--- config.mk ---
export PLATFORM = sky130hd
export DESIGN_NAME = iq_capture
export DESIGN_NICKNAME = d
export VERILOG_FILES = /design/src/rtl/iqd_pkg.sv /design/src/rtl/iqd_port_clock.sv /design/src/rtl/iqd_word_format.sv /design/src/rtl/iqd_pair_assembler.sv /design/src/rtl/iq_capture.sv
export SDC_FILE = /design/constraint.sdc
export NUM_CORES = 1
export LEC_CHECK = 0
export ABC_AREA = 0
export BUFFER_PORTS_ARGS = -buffer_cell sky130_fd_sc_hd__buf_2
export CORE_UTILIZATION = 50
export CTS_BUF_LIST = sky130_fd_sc_hd__clkbuf_8
export DETAILED_ROUTE_END_ITERATION = 16
export PLACE_DENSITY = 0.76
export SLEW_MARGIN = 10
export SYNTH_ARGS = -nofsm -noshare
export SYNTH_HDL_FRONTEND = slang
export SYNTH_SLANG_ARGS = --single-unit
export TNS_END_PERCENT = 1
--- constraint.sdc ---
create_clock -name clk -period 2.3 [get_ports clk]
set_input_delay 0.115 -clock clk [delete_from_list [all_inputs] [get_ports clk]]
set_output_delay 0.115 -clock clk [all_outputs]
set_load 0.01 [all_outputs]
--- src/rtl/iqd_pkg.sv ---
package iqd_pkg;
  // Which half of an I/Q pair a captured word belongs to.
  typedef enum logic {
    HALF_Q = 1'b0,
    HALF_I = 1'b1
  } half_e;
endpackage

--- src/rtl/iqd_port_clock.sv ---
// Half-rate port clock and capture strobe for one-port mode.
module iqd_port_clock (
  input  logic clk,
  input  logic rst,
  input  logic one_port,
  input  logic pclk_invert,
  output logic capture_en,
  output logic port_clk
);
  logic phase_q;

  always_ff @(posedge clk) begin
    if (rst) begin
      phase_q <= 1'b0;
    end else if (one_port) begin
      phase_q <= ~phase_q;
    end else begin
      phase_q <= 1'b0;
    end
  end

  // The port clock is high in the cycles whose closing edge captures a word.
  assign port_clk   = one_port & (phase_q ^ pclk_invert);
  assign capture_en = one_port ? port_clk : 1'b1;
endmodule

--- src/rtl/iqd_word_format.sv ---
// Per-lane conversion from offset binary to two's complement.
module iqd_word_format #(
  parameter int DATA_W = 12,
  parameter int LANES  = 2
) (
  input  logic                          fmt_unsigned,
  input  logic [LANES-1:0][DATA_W-1:0]  raw,
  output logic [LANES-1:0][DATA_W-1:0]  conv
);
  localparam logic [DATA_W-1:0] TOP_MASK = {1'b1, {(DATA_W-1){1'b0}}};

  for (genvar g = 0; g < LANES; g++) begin : g_lane
    assign conv[g] = fmt_unsigned ? (raw[g] ^ TOP_MASK) : raw[g];
  end
endmodule

--- src/rtl/iqd_pair_assembler.sv ---
// Holds the pending half in one-port mode and registers finished pairs.
module iqd_pair_assembler
  import iqd_pkg::*;
#(
  parameter int DATA_W = 12
) (
  input  logic              clk,
  input  logic              rst,
  input  logic              one_port,
  input  logic              q_first,
  input  logic              capture_en,
  input  half_e             half,
  input  logic [DATA_W-1:0] word_a,
  input  logic [DATA_W-1:0] word_b,
  output logic              pair_valid,
  output logic [DATA_W-1:0] pair_i,
  output logic [DATA_W-1:0] pair_q
);
  logic [DATA_W-1:0] pend_q, pend_n;
  logic              pend_vld_q, pend_vld_n;
  logic              emit;
  logic [DATA_W-1:0] emit_i, emit_q;
  half_e             open_half;

  assign open_half = q_first ? HALF_Q : HALF_I;

  always_comb begin
    pend_n     = pend_q;
    pend_vld_n = pend_vld_q;
    emit       = 1'b0;
    emit_i     = word_a;
    emit_q     = word_b;
    if (!one_port) begin
      emit       = 1'b1;
      pend_vld_n = 1'b0;
    end else if (capture_en) begin
      if (half == open_half) begin
        // Opening half: start or replace the pending word.
        pend_n     = word_a;
        pend_vld_n = 1'b1;
      end else if (pend_vld_q) begin
        // Closing half with a pending partner: the pair is complete.
        emit       = 1'b1;
        pend_vld_n = 1'b0;
        if (open_half == HALF_I) begin
          emit_i = pend_q;
          emit_q = word_a;
        end else begin
          emit_i = word_a;
          emit_q = pend_q;
        end
      end
      // A closing half with nothing pending is dropped.
    end
  end

  always_ff @(posedge clk) begin
    if (rst) begin
      pend_q     <= '0;
      pend_vld_q <= 1'b0;
      pair_valid <= 1'b0;
      pair_i     <= '0;
      pair_q     <= '0;
    end else begin
      pend_q     <= pend_n;
      pend_vld_q <= pend_vld_n;
      pair_valid <= emit;
      if (emit) begin
        pair_i <= emit_i;
        pair_q <= emit_q;
      end
    end
  end
endmodule

--- src/rtl/iq_capture.sv ---
// Top: two-port or interleaved one-port I/Q capture with pair alignment.
module iq_capture
  import iqd_pkg::*;
#(
  parameter int DATA_W = 12
) (
  input  logic              clk,
  input  logic              rst,
  input  logic              cfg_one_port,
  input  logic              cfg_sel_invert,
  input  logic              cfg_pclk_invert,
  input  logic              cfg_q_first,
  input  logic              cfg_fmt_unsigned,
  input  logic [DATA_W-1:0] port_a,
  input  logic [DATA_W-1:0] port_b,
  output logic              port_clk_out,
  output logic              pair_valid,
  output logic [DATA_W-1:0] pair_i,
  output logic [DATA_W-1:0] pair_q
);
  localparam int LANES  = 2;
  localparam int SEL_BIT = DATA_W - 1;

  logic                         capture_en;
  logic [LANES-1:0][DATA_W-1:0] raw_words;
  logic [LANES-1:0][DATA_W-1:0] conv_words;
  half_e                        word_half;

  iqd_port_clock u_pclk (
    .clk         (clk),
    .rst         (rst),
    .one_port    (cfg_one_port),
    .pclk_invert (cfg_pclk_invert),
    .capture_en  (capture_en),
    .port_clk    (port_clk_out)
  );

  assign raw_words[0] = port_a;
  assign raw_words[1] = port_b;

  iqd_word_format #(.DATA_W(DATA_W), .LANES(LANES)) u_fmt (
    .fmt_unsigned (cfg_fmt_unsigned),
    .raw          (raw_words),
    .conv         (conv_words)
  );

  // Select line: top bit of the second port, taken before conversion.
  assign word_half = (port_b[SEL_BIT] ^ cfg_sel_invert) ? HALF_I : HALF_Q;

  iqd_pair_assembler #(.DATA_W(DATA_W)) u_asm (
    .clk        (clk),
    .rst        (rst),
    .one_port   (cfg_one_port),
    .q_first    (cfg_q_first),
    .capture_en (capture_en),
    .half       (word_half),
    .word_a     (conv_words[0]),
    .word_b     (conv_words[1]),
    .pair_valid (pair_valid),
    .pair_i     (pair_i),
    .pair_q     (pair_q)
  );
endmodule

==> impl_metrics.tcl <==
set metrics [dict create \
    status "finished, final reports clean" \
    track_usage_pct 21.9 \
    rsz0062_at_grt "false" \
    initial_core_util_pct 54.5 \
    critical-path-max-stage-delay_ps 630 \
    ys.flop_type "dfxtp_1" \
    die_y_um 63.5 \
    timing.rr.start "u_pclk.phase_q" \
    end_kind "flip-flop" \
    yosysMostFrequentCell "dfxtp_1" \
    die-area_mm2 0.00403 \
    tns_ps 0 \
    multi_input_area_mm2 0.00101 \
    critPathSlowestCell "nor2b_4" \
    cts_buffer_depth 2 \
    clkTransAtPathRegs_ps 70 \
    async_flop_share_pct 0 \
    drtIter0Drc 43 \
    ir_drop_uv 485 \
    drive_gt1_share_pct 45.5 \
    via_count 1368 \
    ys_types 23 \
    path_class "reg -> reg" \
    nNetsFinal 241 \
    ioPinCount 57 \
    synth.yosys.warnings 0 \
    drtPass1Iterations 4 \
    crit_required_ps 2520 \
    synthCells 153 \
    drc 0 \
    hold_violations 0 \
    cts-root-buf "clkbuf_8" \
    synth_seq_area_share_pct 41.3 \
    cts_setup_buffers 0 \
    tightest_slew_ps 730 \
    min_period_ps 1580 \
    worstHoldStart "port_a[2]" \
    powerDensity_mw_per_mm2 658 \
    die_w_um 63.5 \
    insertedDiodeCount 0 \
    setup_viol 0 \
    maxSlewHeadroom_pct 51.3 \
    ff2ff_path_depth 4 \
    antenna_found_initial 0 \
    cap_viol_max_count 0 \
    rows 21 \
    fmax_mhz 633 \
    cts_buffers 5 \
    grt_pass1_wl_um 6730 \
    grt_max_degree 26 \
    cts_tree "built" \
    holdWs_ps 76.0 \
    startpoint "u_pclk.phase_q" \
    finalMaxSlewViolations 0 \
    wl_per_cell_um 15.7 \
    htree_levels 2 \
    cts_hold_buf 0 \
    synth_top_area_cell "dfxtp_1" \
    n_fill_cell 298 \
    min_period_over_period_pct 68.7 \
    gp_congestion 0.765 \
    dp_hpwl_um 2880 \
    numPortBuffers 56 \
    vias_per_cell 5.32 \
    yosysTopAreaCellShare_pct 41.3 \
    synth_edf_count 0 \
    path_max_fanout 24 \
    synth_fp_nets 184 \
    synth-seq-cells 39 \
    clock_latency_ps 300 \
    fin_skew_ps 4.16 \
    cp-start-kind "flip-flop" \
    areaGrowthSynthToFinish_pct 19.8 \
    hold_depth 3 \
    grt_pass1_vias 1425 \
    final_antenna_net_count 0 \
    synth_area_mm2 0.00189 \
    synth_area_leaders "dfxtp_1 (41%), mux2i_1 (19%), o2bb2ai_2 (8.7%), mux2_2 (7.1%), o2bb2ai_1 (6.0%)" \
    regArea_um2 781 \
    holdCritPathClass "in -> reg" \
    avgSynthCellArea_um2 12.4 \
    overflow 0 \
    p_leak_uw 0.00104 \
    reg2reg_slack_ps 720 \
    routed_wl_um 4050 \
    path_cells "xor2_1 -> nand3b_4 -> nor2b_4 -> o2bb2ai_1" \
    synth_common_cells "dfxtp_1 (39), mux2i_1 (36), nor2_1 (13), o2bb2ai_1 (13), mux2_2 (12)" \
    clock_sinks 39 \
    arrival_ps 1800 \
    core-area_mm2 0.00347 \
    post_cts_resized 0 \
]
logic make-up (layout without fill, tap and decap cells):
logic type	count (synthesis)	in the layout	share of synthesized area, %
AOI/OAI and AO/OA	26	26	15.8
buffers and inverters	11	69	5.16
DFF	39	39	41.3
and+or+nand+nor	23	23	7.88
muxes	48	48	26.2
xor gates and xnor gates	6	6	3.64
report_power, final:
| group | switching [uW] | leakage [uW] | internal (uW) |
|---|---|---|---|
| sequential | 28.1 | 0.000320 | 717 |
| clock | 235 | 0.0000557 | 269 |
| combinational | 126 | 0.000660 | 114 |
metrics by stage:
step | util, % | std cells | instance area (um^2) | setup WS, ps | power (uW)
5_1_grt | 65.3 | 257 | 2260 | 606 | 1550
4_1_cts | 65.3 | 257 | 2260 | 712 | 1500
2_1_floorplan | - | 153 | 1890 | 814 | 918
3_5_place_dp | 62.4 | 249 | 2160 | 493 | 1000
6_report | 65.3 | 257 | 2260 | 721 | 1490
3_3_place_gp | 62.4 | 249 | 2160 | 577 | 990
final cells by class:
cell class                      instances  share of cell area, %
Clock buffer                            7                   4.25
Clock inverter                          1                  0.166
Inverter                                1                  0.166
Multi-Input combinational cell        103                   44.7
Sequential cell                        39                   34.5
Tap cell                               46                   2.54
Timing Repair Buffer                   60                   13.7
routing by layer:
| layer | vias up | part of all wire (%) | track usage, % |
|---|---|---|---|
| li1 | 678 | - | - |
| met1 | 643 | 43 | 25.6 |
| met2 | 41 | 50 | 37.8 |
| met3 | 6 | 5.4 | 5.98 |
| met4 | 0 | 1.4 | 8.24 |
| met5 | - | 0 | 0 |
path summary, 6_finish.rpt:
| kind | end |
|---|---|
| max | u_asm.pair_i[8] |
| min | u_asm.pend_q[2] |
| max reg2reg | u_asm.pair_i[8] |
| min reg2reg | u_asm.pair_q[2] |
state kept, by name (all words and copies together), names as in the netlist:
signal and cells:
u_asm.pair_i 12, u_asm.pair_q 12, u_asm.pend_q 12, u_asm.pair_valid 1, u_asm.pend_vld_q 1, u_pclk.phase_q 1
critical path: cells and delay by family (launching register included):
family	cells	cell delay [ps]
simple gates	2	750
flops	1	340
xor+xnor	1	230
compound gates	1	190
cell usage in the layout (no fill, tap or decap):
cell type  netlist  final
a21o_4           1      1
a21oi_1          1      1
and2_1           1      1
buf_2            0     56
buf_4            1      4
clkbuf_8         0      7
dfxtp_1         39     39
inv_1            1      2
mux2_2          12     12
mux2i_1         36     36
nand2_1          3      3
nand2b_1         1      1
nand3_1          1      1
nand3b_4         1      1
nor2_1          13     13
nor2b_4          1      1
nor3_4           1      1
nor4_4           1      1
o2bb2ai_1       13     13
o2bb2ai_2       11     11
xnor2_1          1      1
xor2_1           4      4
xor3_2           1      1
Power figures use the tool's default switching activity.
